$ cat config.mk
export PLATFORM = sky130hd
export DESIGN_NAME = i2c_tgt_rx_dma
export DESIGN_NICKNAME = d
export VERILOG_FILES = /design/src/rtl/i2c_tgt_pkg.sv /design/src/rtl/tgt_rx_engine.sv /design/src/rtl/tgt_status.sv /design/src/rtl/irq_share.sv /design/src/rtl/i2c_tgt_rx_dma.sv
export SDC_FILE = /design/constraint.sdc
export NUM_CORES = 1
export LEC_CHECK = 0
export BUFFER_PORTS_ARGS = -buffer_cell sky130_fd_sc_hd__buf_2
export CORE_ASPECT_RATIO = 1.4
export CORE_MARGIN = 2
export CORE_UTILIZATION = 53
export CTS_CLUSTER_DIAMETER = 100
export DETAILED_ROUTE_END_ITERATION = 7
export GPL_TIMING_DRIVEN = 1
export PLACE_DENSITY_LB_ADDON = 0.12
export REMOVE_ABC_BUFFERS = 1
export SLEW_MARGIN = 20
export SYNTH_ARGS = -nofsm -noshare
export SYNTH_HDL_FRONTEND = slang
export SYNTH_HIERARCHICAL = 1
export SYNTH_SLANG_ARGS = --single-unit
$ cat constraint.sdc
create_clock -name clk -period 5.6 [get_ports clk]
set_input_delay 1.4 -clock clk [delete_from_list [all_inputs] [get_ports clk]]
set_output_delay 1.4 -clock clk [all_outputs]
set_load 0.02 [all_outputs]
$ cat src/rtl/i2c_tgt_pkg.sv
package i2c_tgt_pkg;
  typedef enum logic [1:0] {EV_START = 2'd0, EV_ADDR = 2'd1, EV_DATA = 2'd2, EV_STOP = 2'd3} ev_kind_e;
  typedef enum logic [1:0] {OWN_NONE = 2'd0, OWN_CTL = 2'd1, OWN_TGT = 2'd2} irq_owner_e;

  localparam logic [2:0] REG_FUNC  = 3'd0;
  localparam logic [2:0] REG_OWN   = 3'd1;
  localparam logic [2:0] REG_CMD   = 3'd2;
  localparam logic [2:0] REG_BASE  = 3'd3;
  localparam logic [2:0] REG_LEN   = 3'd4;
  localparam logic [2:0] REG_RXLEN = 3'd5;
  localparam logic [2:0] REG_STAT  = 3'd6;
  localparam logic [2:0] REG_IER   = 3'd7;

  localparam int ST_W        = 9;   // status width
  localparam int ST_KEEP     = 8;   // bits at and above this survive a clear-all
  localparam int ST_DROP     = 8;
  localparam int CLR_ALL_BIT = 16;
  localparam int LEN_WE_BIT  = 31;
endpackage

$ cat src/rtl/tgt_rx_engine.sv
module tgt_rx_engine
  import i2c_tgt_pkg::*;
#(
  parameter int AW = 32,
  parameter int LW = 16
) (
  input  logic          clk,
  input  logic          rst,
  input  logic          ev_valid,
  input  logic [1:0]    ev_kind,
  input  logic [7:0]    ev_byte,
  output logic          ev_ready,
  input  logic          tgt_en,
  input  logic          rx_en,
  input  logic [6:0]    own_addr,
  input  logic          ld_base,
  input  logic [AW-1:0] base_val,
  input  logic          ld_len,
  input  logic [LW-1:0] len_val,
  output logic          dma_valid,
  output logic [AW-1:0] dma_addr,
  output logic [7:0]    dma_data,
  input  logic          dma_ready,
  output logic [LW-1:0] remain,
  output logic [LW-1:0] rx_len,
  output logic          done_pulse,
  output logic          drop_pulse
);
  logic active, take, beat;
  ev_kind_e kind;

  assign kind     = ev_kind_e'(ev_kind);
  assign ev_ready = !dma_valid;
  assign take     = ev_valid && ev_ready;
  assign beat     = dma_valid && dma_ready;

  always_ff @(posedge clk) begin
    if (rst) begin
      active     <= 1'b0;
      dma_valid  <= 1'b0;
      dma_addr   <= '0;
      dma_data   <= '0;
      remain     <= '0;
      rx_len     <= '0;
      done_pulse <= 1'b0;
      drop_pulse <= 1'b0;
    end else begin
      done_pulse <= 1'b0;
      drop_pulse <= 1'b0;
      if (ld_base) dma_addr <= base_val;
      else if (beat) dma_addr <= dma_addr + AW'(1);
      if (ld_len) remain <= len_val;
      else if (beat) remain <= remain - LW'(1);
      if (beat) begin
        dma_valid <= 1'b0;
        rx_len    <= rx_len + LW'(1);
      end
      if (take) begin
        case (kind)
          EV_START: begin
            active <= 1'b0;
            rx_len <= '0;
          end
          EV_ADDR: active <= tgt_en && rx_en && (ev_byte[7:1] == own_addr) && !ev_byte[0];
          EV_DATA: begin
            if (active) begin
              if (remain != '0) begin
                dma_valid <= 1'b1;
                dma_data  <= ev_byte;
              end else begin
                drop_pulse <= 1'b1;
              end
            end
          end
          default: begin
            done_pulse <= active;
            active     <= 1'b0;
          end
        endcase
      end
    end
  end

  p_rxlen_clear_r4: assert property (@(posedge clk) disable iff (rst)
    take && kind == EV_START |=> rx_len == '0);
  p_step_r5: assert property (@(posedge clk) disable iff (rst)
    beat && !ld_base && !ld_len |=> dma_addr == $past(dma_addr) + AW'(1) && remain == $past(remain) - LW'(1));
  p_no_beat_empty_r10: assert property (@(posedge clk) disable iff (rst)
    dma_valid |-> remain != '0);
  p_hold_stall_r11: assert property (@(posedge clk) disable iff (rst)
    dma_valid && !dma_ready && !ld_base |=> dma_valid && $stable(dma_addr) && $stable(dma_data));
  p_closed_quiet_r2: assert property (@(posedge clk) disable iff (rst)
    !active && !dma_valid |=> !$rose(dma_valid));
endmodule

$ cat src/rtl/tgt_status.sv
module tgt_status
  import i2c_tgt_pkg::*;
(
  input  logic            clk,
  input  logic            rst,
  input  logic            wr,
  input  logic [ST_W-1:0] w1c_bits,
  input  logic            clr_all,
  input  logic            done_pulse,
  input  logic            drop_pulse,
  input  logic [ST_W-1:0] ier,
  output logic [ST_W-1:0] status,
  output logic            tgt_req
);
  localparam logic [ST_W-1:0] LOW_MASK = ST_W'((1 << ST_KEEP) - 1);
  logic [ST_W-1:0] clr, set;

  always_comb begin
    clr = '0;
    if (wr) clr = w1c_bits | (clr_all ? LOW_MASK : '0);
    set = '0;
    if (done_pulse) set[3:0] = 4'hF;
    if (drop_pulse) set[ST_DROP] = 1'b1;
  end

  always_ff @(posedge clk) begin
    if (rst) status <= '0;
    else     status <= (status & ~clr) | set;
  end

  assign tgt_req = |(status & ier);

  p_clear_all_r7: assert property (@(posedge clk) disable iff (rst)
    wr && clr_all && !done_pulse |=> status[ST_KEEP-1:0] == '0);
  p_keep_high_r7: assert property (@(posedge clk) disable iff (rst)
    wr && clr_all && !w1c_bits[ST_DROP] && !drop_pulse |=> status[ST_DROP] == $past(status[ST_DROP]));
  p_done_flags_r6: assert property (@(posedge clk) disable iff (rst)
    done_pulse |=> status[3:0] == 4'hF);
endmodule

$ cat src/rtl/irq_share.sv
module irq_share
  import i2c_tgt_pkg::*;
(
  input  logic clk,
  input  logic rst,
  input  logic ctl_req,
  input  logic tgt_req,
  output logic irq,
  output logic irq_tgt
);
  irq_owner_e owner;

  always_ff @(posedge clk) begin
    if (rst) owner <= OWN_NONE;
    else begin
      case (owner)
        OWN_CTL: if (!ctl_req) owner <= tgt_req ? OWN_TGT : OWN_NONE;
        OWN_TGT: if (!tgt_req) owner <= ctl_req ? OWN_CTL : OWN_NONE;
        default: begin
          if (ctl_req)      owner <= OWN_CTL;
          else if (tgt_req) owner <= OWN_TGT;
        end
      endcase
    end
  end

  assign irq     = owner != OWN_NONE;
  assign irq_tgt = owner == OWN_TGT;

  p_ctl_holds_r9: assert property (@(posedge clk) disable iff (rst)
    irq && !irq_tgt && ctl_req |=> irq && !irq_tgt);
  p_tgt_holds_r9: assert property (@(posedge clk) disable iff (rst)
    irq_tgt && tgt_req |=> irq_tgt);
  p_handover_r9: assert property (@(posedge clk) disable iff (rst)
    irq && !irq_tgt && !ctl_req && tgt_req |=> irq_tgt);
endmodule

$ cat src/rtl/i2c_tgt_rx_dma.sv
module i2c_tgt_rx_dma
  import i2c_tgt_pkg::*;
#(
  parameter int AW = 32,
  parameter int LW = 16
) (
  input  logic          clk,
  input  logic          rst,
  input  logic          reg_we,
  input  logic [2:0]    reg_addr,
  input  logic [31:0]   reg_wdata,
  output logic [31:0]   reg_rdata,
  input  logic          ev_valid,
  input  logic [1:0]    ev_kind,
  input  logic [7:0]    ev_byte,
  output logic          ev_ready,
  output logic          dma_valid,
  output logic [AW-1:0] dma_addr,
  output logic [7:0]    dma_data,
  input  logic          dma_ready,
  input  logic          ctl_irq_req,
  output logic          irq,
  output logic          irq_tgt
);
  logic [1:0]      func_q;
  logic [6:0]      own_q;
  logic            rxen_q;
  logic [ST_W-1:0] ier_q, status;
  logic [LW-1:0]   remain, rx_len;
  logic            done_pulse, drop_pulse, tgt_req;
  logic            ld_base, ld_len, st_wr;

  assign ld_base = reg_we && reg_addr == REG_BASE;
  assign ld_len  = reg_we && reg_addr == REG_LEN && reg_wdata[LEN_WE_BIT];
  assign st_wr   = reg_we && reg_addr == REG_STAT;

  always_ff @(posedge clk) begin
    if (rst) begin
      func_q <= '0;
      own_q  <= '0;
      rxen_q <= 1'b0;
      ier_q  <= '0;
    end else if (reg_we) begin
      case (reg_addr)
        REG_FUNC: func_q <= reg_wdata[1:0];
        REG_OWN:  own_q  <= reg_wdata[6:0];
        REG_CMD:  rxen_q <= reg_wdata[0];
        REG_IER:  ier_q  <= reg_wdata[ST_W-1:0];
        default: ;
      endcase
    end
  end

  always_ff @(posedge clk) begin
    if (rst) reg_rdata <= '0;
    else begin
      case (reg_addr)
        REG_FUNC:  reg_rdata <= 32'(func_q);
        REG_OWN:   reg_rdata <= 32'(own_q);
        REG_CMD:   reg_rdata <= 32'(rxen_q);
        REG_BASE:  reg_rdata <= 32'(dma_addr);
        REG_LEN:   reg_rdata <= 32'(remain);
        REG_RXLEN: reg_rdata <= 32'(rx_len);
        REG_STAT:  reg_rdata <= 32'(status);
        default:   reg_rdata <= 32'(ier_q);
      endcase
    end
  end

  tgt_rx_engine #(.AW(AW), .LW(LW)) u_eng (
    .clk(clk), .rst(rst),
    .ev_valid(ev_valid), .ev_kind(ev_kind), .ev_byte(ev_byte), .ev_ready(ev_ready),
    .tgt_en(func_q[0]), .rx_en(rxen_q), .own_addr(own_q),
    .ld_base(ld_base), .base_val(reg_wdata[AW-1:0]),
    .ld_len(ld_len), .len_val(reg_wdata[LW-1:0]),
    .dma_valid(dma_valid), .dma_addr(dma_addr), .dma_data(dma_data), .dma_ready(dma_ready),
    .remain(remain), .rx_len(rx_len),
    .done_pulse(done_pulse), .drop_pulse(drop_pulse)
  );

  tgt_status u_st (
    .clk(clk), .rst(rst),
    .wr(st_wr), .w1c_bits(reg_wdata[ST_W-1:0]), .clr_all(reg_wdata[CLR_ALL_BIT]),
    .done_pulse(done_pulse), .drop_pulse(drop_pulse),
    .ier(ier_q), .status(status), .tgt_req(tgt_req)
  );

  irq_share u_irq (
    .clk(clk), .rst(rst),
    .ctl_req(ctl_irq_req), .tgt_req(tgt_req),
    .irq(irq), .irq_tgt(irq_tgt)
  );

  p_len_we_r8: assert property (@(posedge clk) disable iff (rst)
    reg_we && reg_addr == REG_LEN && !reg_wdata[LEN_WE_BIT] && !(dma_valid && dma_ready) |=> $stable(remain));
  p_ier_gate_r12: assert property (@(posedge clk) disable iff (rst)
    ier_q == '0 |-> !tgt_req);
endmodule

### Yosys cells after proc, flatten, opt, wreduce, memory -nomap -nowiden

Cells that the tools add are included.

* RAM bits: 0
* memories kept: 0
* input port bits: 51
* bits in latches: 0
* logic and storage cells: 94
* ROM bits: 0
* register bits: 138

* mux-type cells: 26
* eq/ne operators: 14
* magnitude comparators: 0
* divide/modulo/power cells: 0
* shift-type cells: 0
* reduce and logical (&&, ||, !) cells: 28
* add/sub/neg operators: 3
* multipliers: 0
* bitwise operators: 8

Operators with widths (count)
* $pmux 32 s7: 1
* $mux 16: 5
* $mux 32: 2
* $add 32x1->32 const B: 1
* $and 9x9->9: 2
* $or 9x9->9: 2
* $add 16x1->16 const B: 1
* $reduce_bool 16->1: 1
* $sub 16x1->16 const B: 1
* $eq 3x3->1 const B: 4
* $mux 2: 5
* $reduce_and 2->1: 5
* $logic_and 1x1->1: 9
* $mux 9: 1
* $not 9->9: 1
* $reduce_or 9->1: 1
* $mux 1: 8
* $mux 8: 1
* $eq 7x7->1: 1
* $eq 3x2->1 const B: 2
* $reduce_bool 2->1: 3
* $reduce_or 5->1: 1
* $eq 2x1->1 const B: 2
* $eq 2x2->1 const B: 2
* other kinds (13): 17

### Longest topological paths before layout

* depth after elaboration: 6
* depth in mapped cells: 9

### Hierarchy

The synthesis kept the hierarchy.

Modules (own cells, without submodules)
* tgt_rx_engine: times used 1, cells each 500, area an instance 4086.4 um^2, sequential area each 1521.5 um^2
* i2c_tgt_rx_dma: times used 1, cells each 263, area an instance 2263.4 um^2, sequential area each 1021.0 um^2
* tgt_status: times used 1, cells each 37, area an instance 349.1 um^2, sequential area each 180.2 um^2
* irq_share: times used 1, cells each 20, area an instance 175.2 um^2, sequential area each 40.0 um^2

### Least setup slack after synthesis

No wires, ideal clock.

* kind: input -> register
* start point: in dma_ready
* end point: reg u_eng.dma_addr[11]
* path buffers: 2
* arrival time: 2.930 ns
* slack: 2.579 ns
* stages: 6
* setup time: 0.091 ns
* required time: 5.509 ns
* path through: buf_2 and2_1 clkbuf_1 nand2_1 or4b_2 a311oi_1

* word-level cells in the longest chain between the ends: 2

Ends and longest elaborated chain
* from (decl): line i2c_tgt_rx_dma.sv:20 `input logic dma_ready,`
* $logic_and 1x1->1: line tgt_rx_engine.sv:35 `assign beat = dma_valid && dma_ready;`
* $reduce_bool 2->1 (no line)
* to (signal assigned): line tgt_rx_engine.sv:50 `if (ld_base) dma_addr <= base_val;`
* to (signal assigned): line tgt_rx_engine.sv:51 `else if (beat) dma_addr <= dma_addr + AW'(1);`
* to (decl): line tgt_rx_engine.sv:21 `output logic [AW-1:0] dma_addr,`

No other way between the ends.
A chain may end at the register's enable or synchronous reset.

### Worst setup path after layout

* start point: in dma_ready
* end point: reg u_eng.dma_addr[21]

The elaborated chain is that of the path after synthesis.

==> results.py <==
metrics = {
    "pwr": {
        "p_sw_uw": 580.8,
        "internal_power_mw": 1.871,
        "p_comb_frac": 0.077,
        "power.sequential.fraction": 0.418,
        "power_density_mw_per_mm2": 300.3,
        "worst_ir_drop_vdd_mv": 0.1997,
        "netSwitchingFraction": 0.2369,
        "clock_power_share": 0.504,
        "leakage_nw": 3.146,
    },
    "placed_design": {
        "buffer_ports.inserted": 126,
        "detailedPlacementHpwl_mm": 14.76,
        "post-place-ws_ns": 1.923,
        "placed_cell_area_sq_mm": 0.007513,
        "gp_routability_congestion": 0.9200,
    },
    "status": {
        "status": "finished clean",
    },
    "finish": {
        "drive_gt1_frac": 0.2083,
        "insertedDiodeCount": 0,
        "final_cell_area_sq_mm": 0.008164,
        "area.sequential_sq_mm": 0.002763,
        "finish.net_count": 981,
        "nFillCells": 1146,
        "area_delta_synth_final_pct": 18.77,
        "combined_area_of_the_multi_input_logic_cells_sq_mm": 0.003796,
    },
    "sta": {
        "fmax_mhz": 301.4,
        "finalHoldViolCount": 0,
        "finalClockSkew_ns": 0.009039,
        "timing.hold.ws_ns": 0.4542,
        "share_of_the_clock_period_used_by_the_worst_path_after_layout": 0.5925,
        "setup_tns_after_final_layout_ns": 0,
        "finalSetupViolCount": 0,
        "slew_viol_final": 0,
        "post-route-min-period_ns": 3.318,
        "worst-slew-pin-transition_ns": 1.048,
        "final.setup.worst_slack_ns": 2.282,
        "timing.slew.headroom": 0.2946,
        "setup_repair_after_global_routing_missed_its_margin": "false",
    },
    "synthesis": {
        "synth.yosys.seq_area_share": 0.4019,
        "synth_top_area_share": 0.4019,
        "yosysUniqueCellTypes": 72,
        "synth_area_per_cell_sq_um": 8.383,
        "largest_cells_by_area_after_synthesis": "dfxtp_1 40%, nand2_1 4.7%, nor2_1 4.5%, o21ai_0 3.1%, xnor2_1 2.8%",
        "total_number_of_yosys_warnings": 6,
        "synthesis.instances": 820,
        "post_synthesis_register_bit_count": 138,
        "syn-cell-area_sq_mm": 0.006874,
        "post_synth_arst_share": 0,
        "synth-main-ff-cell": "dfxtp_1",
        "synth_edf_count": 0,
        "top_cell_type_by_total_area_after_synthesis": "dfxtp_1",
    },
    "floorplanning": {
        "die_area_sq_mm": 0.01391,
        "io_pins": 127,
        "initial_utilization": 0.5391,
        "core_area_sq_mm": 0.01275,
        "die-width_um": 100.3,
        "core.rowCount": 49,
        "fp.dieH_um": 138.8,
    },
    "grt": {
        "grt_antenna_before_repair": 0,
        "grt.total_usage": 0.2971,
        "grt_pass1_wl_mm": 32.60,
        "grt_start_max_net_pins": 73,
        "first_global_vias": 6215,
        "overflow": 0,
    },
    "clock_network": {
        "numCtsBuffers": 17,
        "clkLatencyLatePin_ns": 0.42,
        "cts-htree-levels": 4,
        "holdBufCountCts": 0,
        "clockBufferDepth": 2,
        "clock_tree_from_tritoncts": "built",
        "clk_root_buffer_cell": "clkbuf_16",
        "clock_slew_seen_by_the_registers_of_the_worst_setup_and_hold_paths_ns": 0.06,
        "clkSinkCount": 138,
        "post_cts.resized_instances": 0,
        "cts_setup_buffers": 0,
    },
    "routing": {
        "finalWirelength_mm": 20.89,
        "drt_first_iter_violations": 465,
        "vias": 6742,
        "drt-pass1-iter-count": 5,
        "avgViaCountPerCell": 6.191,
        "drc_errors": 0,
        "detail-route-antenna-nets": 0,
        "wl_per_cell_um": 19.19,
    },
    "setup_path": {
        "cp-end-kind": "register",
        "worstSetupPathType": "in2reg",
        "critical_path_peak_fanout": 20,
        "cp_data_arrival_time_ns": 3.65,
        "timing.critical_path.from_type": "input pin",
        "required_time_at_the_endpoint_of_the_critical_path_ns": 5.93,
    },
    "run": {
        "max_cap_violation_count": 0,
    },
    "hold_path": {
        "worst_hold_path_type": "reg2reg",
    },
}
[layout make-up]
| class | count | area share |
|---|---|---|
| multi-input combinational | 610 | 0.4650 |
| sequential | 138 | 0.3384 |
| timing repair buffer | 133 | 0.08368 |
| clock buffer | 21 | 0.05517 |
| clock inverter | 11 | 0.02375 |
| tap | 153 | 0.02345 |
| inverter | 23 | 0.01057 |
[cell families (layout without fill, tap and decap cells)]
kind of cell,count (synthesis),in the layout,share of synthesized area
and+or+nand+nor,359,359,0.2761
AOI/OAI and AO/OA,181,181,0.1766
DFF,138,138,0.4019
buffers and inverters,72,188,0.04678
xor gates and xnor gates,41,41,0.05224
muxes,22,22,0.03367
adders and majority gates,7,7,0.01274
[worst max-delay path, stage by stage]
cell      delay, ns
buf_2          0.20
and2_1         0.70
nand4_1        0.49
or4_1          0.59
a311oi_1       0.24
[metal layers]
metal	GRT usage	routed length [um]	vias to the layer above
li1	-	-	3207
met1	0.3652	8492	3205
met2	0.4995	10300	274
met3	0.05393	1300	56
met4	0.1363	796	0
met5	0	0	-
[power by group through the flow]
stage          Clock [mW]  Combinational, mW  Sequential [mW]
6_report             1.24              0.189             1.03
5_1_grt              1.29              0.207             1.03
3_3_place_gp            0              0.182             1.05
2_1_floorplan           0             0.0834             1.05
4_1_cts              1.25              0.188             1.02
3_5_place_dp            0              0.187             1.05
[placed cells by master (no fill, tap or decap), types with 20 or more instances in the layout]
master    netlist  layout
xnor2_1        22      22
nand3_1        21      21
buf_2           8     126
a211oi_1       21      21
a21oi_1        37      37
nor2_1         83      83
inv_1          22      22
nand4_1        28      28
nor4_1         21      20
dfxtp_1       138     138
o21ai_0        42      42
nand2_1        86      86
[registers in the layout, indices dropped and copies added, names as in the netlist]
signal	flops
ier_q	9
own_q	7
u_st/status	9
u_eng/dma_data	8
func_q	2
u_eng/done_pulse	1
rxen_q	1
u_eng/drop_pulse	1
u_eng/remain	16
reg_rdata	32
u_eng/active	1
u_irq/owner	2
u_eng/dma_addr	32
u_eng/dma_valid	1
u_eng/rx_len	16
[final timing paths]
path | start | endpoint | slack, ns | cells past startpoint
setup / recovery | dma_ready | u_eng/dma_addr[21] | 2.28 | 5
hold / removal | u_eng/dma_data[2] | u_eng/dma_data[2] | 0.45 | 2
setup reg to reg | u_eng/dma_valid | u_eng/dma_addr[21] | 2.82 | 4
hold reg to reg | u_eng/dma_data[2] | u_eng/dma_data[2] | 0.45 | 2
[cell usage after synthesis (15+ instances only)]
master / number
xnor2_1: 22
a311oi_1: 18
a21oi_1: 37
nand3_1: 21
nor4_1: 21
xor2_1: 19
and2_1: 18
dfxtp_1: 138
nor2_1: 83
inv_1: 22
nor3_1: 16
or4_1: 15
nand2_1: 86
nand4_1: 28
o21ai_0: 42
clkbuf_1: 31
a211oi_1: 21
a22oi_1: 16
[stage by stage]
step                      power, mW    util  instances
after floorplan               1.136       -        771
after global placement        1.227  0.5892       1057
after detailed placement      1.233  0.5892       1057
after CTS                     2.462  0.6397       1089
after global routing          2.524  0.6402       1089
final                         2.452  0.6402       1089
Note: power is estimated with default switching activity, not from simulation.
